==> config.mk <==
export PLATFORM = sky130hd
export DESIGN_NAME = sdram_cmd_seq
export DESIGN_NICKNAME = d
export VERILOG_FILES = /design/src/rtl/sdram_seq_pkg.sv /design/src/rtl/seq_bank.sv /design/src/rtl/sdram_cmd_seq.sv
export SDC_FILE = /design/constraint.sdc
export NUM_CORES = 1
export LEC_CHECK = 0
export ABC_AREA = 1
export BUFFER_PORTS_ARGS = -buffer_cell sky130_fd_sc_hd__buf_2
export CAP_MARGIN = 20
export CORE_ASPECT_RATIO = 1.25
export CORE_MARGIN = 4
export CORE_UTILIZATION = 35
export DETAILED_ROUTE_END_ITERATION = 10
export MAX_ROUTING_LAYER = met4
export PLACE_DENSITY_LB_ADDON = 0.05
export SLEW_MARGIN = 20
export SYNTH_ARGS = -nofsm -noshare
export SYNTH_HDL_FRONTEND = slang
export SYNTH_SLANG_ARGS = --single-unit
==> constraint.sdc <==
create_clock -name clk -period 3.43 [get_ports clk]
set_input_delay 0.686 -clock clk [delete_from_list [all_inputs] [get_ports clk]]
set_output_delay 0.686 -clock clk [all_outputs]
set_load 0.02 [all_outputs]
==> src/rtl/sdram_seq_pkg.sv <==
package sdram_seq_pkg;

  // {cs_n, ras_n, cas_n, we_n}
  typedef enum logic [3:0] {
    CMD_MRS   = 4'b0000,
    CMD_PRE   = 4'b0010,
    CMD_ACT   = 4'b0011,
    CMD_WR    = 4'b0100,
    CMD_RD    = 4'b0101,
    CMD_DESEL = 4'b1111
  } cmd_e;

  // nanoseconds -> whole clock cycles, rounded up, never below one
  function automatic int unsigned ns_to_cyc(input int unsigned ns, input int unsigned clk_ps);
    int unsigned span;
    int unsigned whole;
    span  = ns * 1000;
    whole = span / clk_ps;
    if (whole * clk_ps < span) whole = whole + 1;
    if (whole == 0) whole = 1;
    return whole;
  endfunction

  function automatic int unsigned umax(input int unsigned a, input int unsigned b);
    return (a > b) ? a : b;
  endfunction

endpackage

==> src/rtl/seq_bank.sv <==
module seq_bank #(
  parameter int ROW_W = 12,
  parameter int CNT_W = 6,
  parameter int T_RCD = 3,
  parameter int T_RAS = 8,
  parameter int T_RC  = 11,
  parameter int T_RP  = 3,
  parameter int T_RDL = 2
) (
  input  logic             clk,
  input  logic             rst_n,
  input  logic             act_i,
  input  logic             pre_i,
  input  logic             rd_i,
  input  logic             wr_i,
  input  logic             ap_i,
  input  logic [ROW_W-1:0] row_i,
  output logic             open_o,
  output logic [ROW_W-1:0] row_o,
  output logic             act_ok_o,
  output logic             pre_ok_o,
  output logic             col_ok_o
);
  localparam logic [CNT_W-1:0] L_RCD = CNT_W'(T_RCD - 1);
  localparam logic [CNT_W-1:0] L_RAS = CNT_W'(T_RAS - 1);
  localparam logic [CNT_W-1:0] L_RC  = CNT_W'(T_RC - 1);
  localparam logic [CNT_W-1:0] L_RP  = CNT_W'(T_RP - 1);
  localparam logic [CNT_W-1:0] L_RDL = CNT_W'(T_RDL - 1);
  localparam logic [CNT_W-1:0] K_RDL = CNT_W'(T_RDL);
  localparam logic [CNT_W-1:0] K_RP  = CNT_W'(T_RP);

  function automatic logic [CNT_W-1:0] dn(input logic [CNT_W-1:0] v);
    return (v == '0) ? v : v - 1'b1;
  endfunction

  function automatic logic [CNT_W-1:0] mx(input logic [CNT_W-1:0] a, input logic [CNT_W-1:0] b);
    return (a > b) ? a : b;
  endfunction

  logic             open_q;
  logic [ROW_W-1:0] row_q;
  logic [CNT_W-1:0] rcd_q, ras_q, rc_q, rp_q, wr_q;
  logic [CNT_W-1:0] ap_hold, ap_rp;
  logic             col_i;

  assign col_i   = rd_i | wr_i;
  // cycles from this column command to the internal precharge
  assign ap_hold = mx(mx(ras_q, wr_q), wr_i ? K_RDL : '0);
  assign ap_rp   = ap_hold + K_RP - 1'b1;

  always_ff @(posedge clk or negedge rst_n) begin
    if (!rst_n) begin
      open_q <= 1'b0;
      row_q  <= '0;
      rcd_q  <= '0;
      ras_q  <= '0;
      rc_q   <= '0;
      rp_q   <= '0;
      wr_q   <= '0;
    end else begin
      rcd_q <= dn(rcd_q);
      ras_q <= dn(ras_q);
      rc_q  <= dn(rc_q);
      rp_q  <= dn(rp_q);
      wr_q  <= dn(wr_q);
      if (act_i) begin
        open_q <= 1'b1;
        row_q  <= row_i;
        rcd_q  <= L_RCD;
        ras_q  <= L_RAS;
        rc_q   <= L_RC;
      end
      if (pre_i) begin
        open_q <= 1'b0;
        rp_q   <= L_RP;
      end
      if (wr_i && !ap_i) wr_q <= L_RDL;
      if (col_i && ap_i) begin
        open_q <= 1'b0;
        rp_q   <= ap_rp;
      end
    end
  end

  assign open_o   = open_q;
  assign row_o    = row_q;
  assign act_ok_o = !open_q && (rp_q == '0) && (rc_q == '0);
  assign pre_ok_o = open_q && (ras_q == '0) && (wr_q == '0);
  assign col_ok_o = open_q && (rcd_q == '0);

  // the sequencer above only strobes a bank when the bank says it may
  p_act_when_idle_r7: assert property (@(posedge clk) disable iff (!rst_n)
    act_i |-> (!open_q && rp_q == '0 && rc_q == '0));
  p_pre_after_ras_r6: assert property (@(posedge clk) disable iff (!rst_n)
    pre_i |-> (open_q && ras_q == '0 && wr_q == '0));
  p_col_needs_row_r4: assert property (@(posedge clk) disable iff (!rst_n)
    col_i |-> (open_q && rcd_q == '0));
  p_one_strobe_r3: assert property (@(posedge clk) disable iff (!rst_n)
    $countones({act_i, pre_i, rd_i, wr_i}) <= 1);
endmodule

==> src/rtl/sdram_cmd_seq.sv <==
module sdram_cmd_seq
  import sdram_seq_pkg::*;
#(
  parameter int          ROW_W     = 12,
  parameter int          COL_W     = 9,
  parameter int          BANKS     = 4,
  parameter int          CLK_PS    = 5000,
  parameter int          T_RCD     = ns_to_cyc(15, CLK_PS),
  parameter int          T_RP      = ns_to_cyc(15, CLK_PS),
  parameter int          T_RAS     = ns_to_cyc(40, CLK_PS),
  parameter int          T_RC      = ns_to_cyc(55, CLK_PS),
  parameter int          T_RRD     = ns_to_cyc(10, CLK_PS),
  parameter int          T_RDL     = 2,
  parameter int          T_MRD     = 2,
  parameter logic [11:0] MODE_WORD = 12'h020
) (
  input  logic                     clk,
  input  logic                     rst_n,
  input  logic                     req_valid,
  output logic                     req_ready,
  input  logic                     req_write,
  input  logic                     req_autopre,
  input  logic [$clog2(BANKS)-1:0] req_bank,
  input  logic [ROW_W-1:0]         req_row,
  input  logic [COL_W-1:0]         req_col,
  output logic                     done,
  output logic                     cs_n,
  output logic                     ras_n,
  output logic                     cas_n,
  output logic                     we_n,
  output logic [$clog2(BANKS)-1:0] ba,
  output logic [ROW_W-1:0]         addr
);
  localparam int BA_W  = $clog2(BANKS);
  localparam int MAXT  = umax(umax(T_RC, T_RAS), umax(T_MRD, T_RRD)) + T_RP + T_RDL + 2;
  localparam int CNT_W = $clog2(MAXT) + 1;
  localparam int AP_BIT = 10;

  typedef enum logic [2:0] {S_MRS, S_MRD, S_IDLE, S_PRE, S_ACT, S_COL} state_e;

  state_e           state_q, state_d;
  cmd_e             cmd_q, cmd_d;
  logic [BA_W-1:0]  ba_q, ba_d, q_bank;
  logic [ROW_W-1:0] addr_q, addr_d, q_row;
  logic [COL_W-1:0] q_col;
  logic             q_wr, q_ap, done_q;
  logic [CNT_W-1:0] mrd_q, rrd_q;

  logic [BANKS-1:0] b_open, b_act_ok, b_pre_ok, b_col_ok;
  logic [BANKS-1:0] s_act, s_pre, s_rd, s_wr;
  logic [ROW_W-1:0] b_row [BANKS];

  // named events for the checks
  logic issue_act, issue_pre, issue_col, accept;
  assign issue_act = (cmd_d == CMD_ACT);
  assign issue_pre = (cmd_d == CMD_PRE);
  assign issue_col = (cmd_d == CMD_RD) || (cmd_d == CMD_WR);
  assign req_ready = (state_q == S_IDLE);
  assign accept    = req_valid && req_ready;

  function automatic logic [ROW_W-1:0] col_addr(input logic [COL_W-1:0] c, input logic ap);
    logic [ROW_W-1:0] a;
    a = '0;
    a[COL_W-1:0] = c;
    a[AP_BIT] = ap;
    return a;
  endfunction

  for (genvar i = 0; i < BANKS; i++) begin : g_bank
    assign s_act[i] = issue_act && (q_bank == BA_W'(i));
    assign s_pre[i] = issue_pre && (q_bank == BA_W'(i));
    assign s_rd[i]  = (cmd_d == CMD_RD) && (q_bank == BA_W'(i));
    assign s_wr[i]  = (cmd_d == CMD_WR) && (q_bank == BA_W'(i));
    seq_bank #(
      .ROW_W(ROW_W), .CNT_W(CNT_W), .T_RCD(T_RCD), .T_RAS(T_RAS),
      .T_RC(T_RC), .T_RP(T_RP), .T_RDL(T_RDL)
    ) u_bank (
      .clk(clk), .rst_n(rst_n),
      .act_i(s_act[i]), .pre_i(s_pre[i]), .rd_i(s_rd[i]), .wr_i(s_wr[i]),
      .ap_i(q_ap), .row_i(q_row),
      .open_o(b_open[i]), .row_o(b_row[i]),
      .act_ok_o(b_act_ok[i]), .pre_ok_o(b_pre_ok[i]), .col_ok_o(b_col_ok[i])
    );
  end

  always_comb begin
    state_d = state_q;
    cmd_d   = CMD_DESEL;
    ba_d    = '0;
    addr_d  = '0;
    case (state_q)
      S_MRS: begin
        cmd_d   = CMD_MRS;
        addr_d  = ROW_W'(MODE_WORD);
        state_d = S_MRD;
      end
      S_MRD: if (mrd_q == '0) state_d = S_IDLE;
      S_IDLE: if (req_valid) begin
        if (!b_open[req_bank])                 state_d = S_ACT;
        else if (b_row[req_bank] == req_row)   state_d = S_COL;
        else                                   state_d = S_PRE;
      end
      S_PRE: if (b_pre_ok[q_bank]) begin
        cmd_d   = CMD_PRE;
        ba_d    = q_bank;
        state_d = S_ACT;
      end
      S_ACT: if (b_act_ok[q_bank] && rrd_q == '0) begin
        cmd_d   = CMD_ACT;
        ba_d    = q_bank;
        addr_d  = q_row;
        state_d = S_COL;
      end
      S_COL: if (b_col_ok[q_bank]) begin
        cmd_d   = q_wr ? CMD_WR : CMD_RD;
        ba_d    = q_bank;
        addr_d  = col_addr(q_col, q_ap);
        state_d = S_IDLE;
      end
      default: state_d = S_IDLE;
    endcase
  end

  always_ff @(posedge clk or negedge rst_n) begin
    if (!rst_n) begin
      state_q <= S_MRS;
      cmd_q   <= CMD_DESEL;
      ba_q    <= '0;
      addr_q  <= '0;
      done_q  <= 1'b0;
      mrd_q   <= '0;
      rrd_q   <= '0;
      q_bank  <= '0;
      q_row   <= '0;
      q_col   <= '0;
      q_wr    <= 1'b0;
      q_ap    <= 1'b0;
    end else begin
      state_q <= state_d;
      cmd_q   <= cmd_d;
      ba_q    <= ba_d;
      addr_q  <= addr_d;
      done_q  <= issue_col;
      if (cmd_d == CMD_MRS)  mrd_q <= CNT_W'(T_MRD - 1);
      else if (mrd_q != '0)  mrd_q <= mrd_q - 1'b1;
      if (issue_act)         rrd_q <= CNT_W'(T_RRD - 1);
      else if (rrd_q != '0)  rrd_q <= rrd_q - 1'b1;
      if (accept) begin
        q_bank <= req_bank;
        q_row  <= req_row;
        q_col  <= req_col;
        q_wr   <= req_write;
        q_ap   <= req_autopre;
      end
    end
  end

  assign {cs_n, ras_n, cas_n, we_n} = cmd_q;
  assign ba   = ba_q;
  assign addr = addr_q;
  assign done = done_q;

  // pin-level gap counters, independent of the issue counters
  logic [CNT_W-1:0] gap_act, gap_mrs;
  logic             mrs_seen;
  always_ff @(posedge clk or negedge rst_n) begin
    if (!rst_n) begin
      gap_act  <= CNT_W'(T_RRD);
      gap_mrs  <= '0;
      mrs_seen <= 1'b0;
    end else begin
      if (cmd_q == CMD_ACT)               gap_act <= CNT_W'(1);
      else if (gap_act < CNT_W'(T_RRD))   gap_act <= gap_act + 1'b1;
      if (cmd_q == CMD_MRS) begin
        gap_mrs  <= CNT_W'(1);
        mrs_seen <= 1'b1;
      end else if (gap_mrs < CNT_W'(T_MRD)) gap_mrs <= gap_mrs + 1'b1;
    end
  end

  p_rrd_gap_r8: assert property (@(posedge clk) disable iff (!rst_n)
    (cmd_q == CMD_ACT) |-> (gap_act >= CNT_W'(T_RRD)));
  p_mrd_gap_r2: assert property (@(posedge clk) disable iff (!rst_n)
    (cmd_q != CMD_DESEL && cmd_q != CMD_MRS) |-> (mrs_seen && gap_mrs >= CNT_W'(T_MRD)));
  p_done_with_col_r10: assert property (@(posedge clk) disable iff (!rst_n)
    done |-> (cmd_q == CMD_RD || cmd_q == CMD_WR));
  p_done_single_r10: assert property (@(posedge clk) disable iff (!rst_n)
    done |=> !done);
  p_legal_code_r3: assert property (@(posedge clk) disable iff (!rst_n)
    cs_n || (cmd_q inside {CMD_MRS, CMD_PRE, CMD_ACT, CMD_WR, CMD_RD}));
endmodule

==> flow_metrics.py <==
metrics = {
    "synth": {
        "postSynthRegisterBits": 231,
        "synth_area_sq_um": 13200,
        "synth.yosys.seq_area_share": 0.438,
        "yosysTopAreaCellShare": 0.430,
        "synth.avg_cell_area_sq_um": 8.16,
        "synth_cell_types": 53,
        "number_of_warnings_reported_in_the_yosys_synthesis_log": 0,
        "synthesis.nets": 1722,
        "synthTopCellsByArea": "sky130_fd_sc_hd__dfrtp_1, sky130_fd_sc_hd__nand2_1, sky130_fd_sc_hd__inv_1, sky130_fd_sc_hd__ha_1, sky130_fd_sc_hd__xor2_1",
        "postSynthCellCount": 1619,
        "synth_top_area_cell": "sky130_fd_sc_hd__dfrtp_1",
    },
    "power": {
        "pwr_density_cell_nw_per_um2": 1030,
        "totalPowerFinal_mw": 16.4,
        "vdd_ir_drop_max_v": 0.000402,
        "leakage_nw": 8.12,
    },
    "sta": {
        "final-setup-viol-count": 0,
        "fmax_mhz": 304,
        "fin_crit_ps": 3290,
        "report.final.hold_viol_count": 0,
        "maxSlewViolCount": 0,
        "grt_setup_unrepaired": "yes",
        "worst_clock_skew_ps": 15.8,
        "slew_headroom": 0.358,
        "min_period_over_period": 0.959,
        "tightest_slew_ps": 961,
    },
    "finish": {
        "fillerInstances": 3800,
        "antennaDiodeCount": 0,
        "fraction_of_layout_instances_using_a_drive_strength_above_1": 0.190,
        "most_frequent_standard_cell_in_the_layout_excluding_fill_and_tap_cells": "sky130_fd_sc_hd__nand2_1",
        "final_area_sq_um": 16000,
        "area_growth_syn_to_layout_pct": 20.8,
        "multi_input_area_sq_um": 6440,
        "top_library_cells_by_usage_in_the_layout_fill_and_taps_aside": "sky130_fd_sc_hd__nand2_1, sky130_fd_sc_hd__inv_1, sky130_fd_sc_hd__dfrtp_1",
        "layout.area.seq_sq_um": 5790,
        "fin_nets": 1868,
    },
    "clocking": {
        "htree_num_levels": 1,
        "clk_pin_slew_worst_paths_ps": 60,
        "clock-sinks": 231,
        "cts_inserted_buffers": 28,
        "clock_path_buffers": 3,
        "clock_insertion_delay_worst_skew_ps": 570,
        "cts_root_buffer": "sky130_fd_sc_hd__clkbuf_16",
        "cts.hold.buffers_added": 0,
        "cts_tree": "done",
    },
    "floorplanning": {
        "std_cell_rows": 79,
        "top_level_ports": 48,
        "initial_core_utilization": 0.354,
        "fp.dieArea_sq_um": 40900,
        "core_area_sq_um": 37300,
        "chipHeight_microns": 225,
        "die_width_microns": 182,
    },
    "flow_run": {
        "max_cap_viol_count": 0,
    },
    "min_path": {
        "worst_hold_path_type": "in -> async",
    },
    "setup_path": {
        "timing.rr.start": "g_bank[2].u_bank.rcd_q[0]",
        "setup.worst_path.start_class": "flip-flop",
        "crit_path_max_fanout": 5,
        "crit_path_cell_trace": "inv_1, ha_1, nand4_2, o21ai_1, nand2_1, o21ai_4, nand2_2, nor2_4, nand4_1, inv_1, ha_1, nand2_1, nand2_1, nand3_2, inv_2, nand2_1, and2_4, ha_4, nand3_2, xnor2_1, nand2_1, a21oi_2",
        "path_depth": 22,
        "ff2ff_path_depth": 22,
        "crit_family": "simple AND/OR/NAND/NOR gates",
        "data_required_time_of_the_critical_path_ps": 3920,
        "worst_r2r_endpoint": "g_bank[0].u_bank.rp_q[5]",
        "path_class": "reg -> reg",
        "critPathCaptureType": "flip-flop",
        "worst_path_largest_cell_delay_ps": 390,
        "crit_path_buf_inv_count": 3,
        "cp_slowest_cell": "sky130_fd_sc_hd__dfrtp_1",
        "setup.reg_to_reg.worst_slack_ps": 140,
        "path_common_cell": "sky130_fd_sc_hd__nand2_1",
        "worst_ep_arrival_time_ps": 3780,
    },
    "route": {
        "detailroute.via_count": 10700,
        "drt_pass1_iterations": 5,
        "drtAntennaViolNets": 0,
        "totalWireLength_microns": 34600,
        "drt_drc_violations_left": 0,
        "drt_iter0_markers": 464,
        "drt-vias-per-instance": 4.70,
        "routedWlPerCell_microns": 15.2,
    },
    "global_route": {
        "grt_max_degree": 93,
        "grt_pass1_wl_microns": 56800,
        "grt_pass1_vias": 10700,
        "global_route.usage.total": 0.175,
        "grt.overflow.total": 0,
        "grt_antenna_before_repair": 0,
    },
    "place": {
        "place_area_sq_um": 14600,
        "gp_congestion": 0.837,
        "numPortBuffers": 47,
        "dpl.hpwl_microns": 25000,
    },
    "run_status": {
        "status": "finished clean",
    },
}
worst max path at each step:
stage                                   start                       end  slack, ps
detailed placement   g_bank[2].u_bank.wr_q[1]  g_bank[1].u_bank.rp_q[5]         60
finish              g_bank[2].u_bank.rcd_q[0]  g_bank[0].u_bank.rp_q[5]        140
floorplan           g_bank[2].u_bank.rcd_q[0]  g_bank[1].u_bank.rp_q[3]        380
global route         g_bank[1].u_bank.wr_q[1]  g_bank[0].u_bank.rp_q[5]        -90
global placement    g_bank[2].u_bank.rcd_q[0]  g_bank[0].u_bank.rp_q[5]        100
CTS                 g_bank[2].u_bank.rcd_q[0]  g_bank[0].u_bank.rp_q[5]         10
where the power goes:
group          total, mW  internal [mW]  switching, mW
clock               3.26           2.01           1.25
sequential          4.61           3.84          0.771
combinational       8.50           3.55           4.95
total               16.4           9.40           6.97
synthesized netlist by cell type, drive strengths merged:
| cell type | count |
|---|---|
| mux2 | 10 |
| and2 | 8 |
| a211oi | 3 |
| o2111ai | 1 |
| nand2 | 343 |
| clkinv | 2 |
| a21boi | 1 |
| nor2 | 132 |
| ha | 75 |
| a22oi | 4 |
| o221ai | 1 |
| o211ai | 34 |
| o21ai | 132 |
| or2 | 4 |
| clkbuf | 29 |
| xnor2 | 6 |
| inv | 270 |
| o31ai | 1 |
| a31oi | 4 |
| a21oi | 53 |
| o21a | 2 |
| dfrtp | 227 |
| o31a | 2 |
| nand3b | 3 |
| dfstp | 4 |
| nand4 | 20 |
| nand3 | 130 |
| nor4 | 6 |
| nor3 | 21 |
| xor2 | 77 |
| buf | 6 |
| a32oi | 1 |
| o22ai | 7 |
per-layer routing:
| layer | GRT usage | part of all wire | vias to the layer above |
|---|---|---|---|
| met5 | - | 0 | - |
| met4 | 0.0409 | 0.018 | 0 |
| met3 | 0.0216 | 0.024 | 42 |
| met2 | 0.290 | 0.48 | 89 |
| met1 | 0.229 | 0.48 | 5062 |
| li1 | - | - | 5479 |
logic make-up after synthesis:
kind of cell | after synthesis | synth area share
AO/OA/AOI/OAI | 246 | 0.107
XOR/XNOR | 83 | 0.0551
adder cells (fa/ha/maj) | 75 | 0.0711
buffers and inverters | 307 | 0.0884
flip-flops | 231 | 0.438
multiplexers | 10 | 0.00853
AND/OR/NAND/NOR | 667 | 0.232
area by class of cell:
class | count | area share
Clock inverter | 9 | 0.00941
Timing Repair Buffer | 151 | 0.0659
Sequential cell | 231 | 0.363
Inverter | 272 | 0.0640
Multi-Input combinational cell | 1081 | 0.404
Clock buffer | 43 | 0.0556
Tap cell | 486 | 0.0381
registers in the layout (all words and copies together), names as in the netlist, 2 cells and up:
signal / count
state_q: 3
q_bank: 2
g_bank.u_bank.row_o: 48
cmd_q: 4
g_bank.u_bank.rcd_q: 24
q_row: 12
g_bank.u_bank.rc_q: 24
g_bank.u_bank.wr_q: 24
addr: 12
g_bank.u_bank.open_o: 4
mrd_q: 6
g_bank.u_bank.ras_q: 24
g_bank.u_bank.rp_q: 24
rrd_q: 6
q_col: 9
ba: 2
stage by stage:
step | hold WS, ps | setup TNS, ps | cells | setup slack [ps] | utilization
2_1_floorplan | 390 | 0 | 1619 | 379 | -
3_3_place_gp | 462 | 0 | 2208 | 100 | 0.392
3_5_place_dp | 470 | 0 | 2208 | 60.0 | 0.392
4_1_cts | 170 | 0 | 2260 | 12.9 | 0.420
5_1_grt | 199 | -353 | 2273 | -89.2 | 0.428
6_report | 160 | 0 | 2273 | 140 | 0.428
what timing repair did:
item                                    4_1_cts  5_1_grt
gates resized for setup                       2       62
buffers inserted                              0       13
endpoints found under the setup margin        1       12
pin swaps                                     0       30
endpoints found under the hold margin         0        0
No activity file was read; power rests on OpenSTA's default activity.
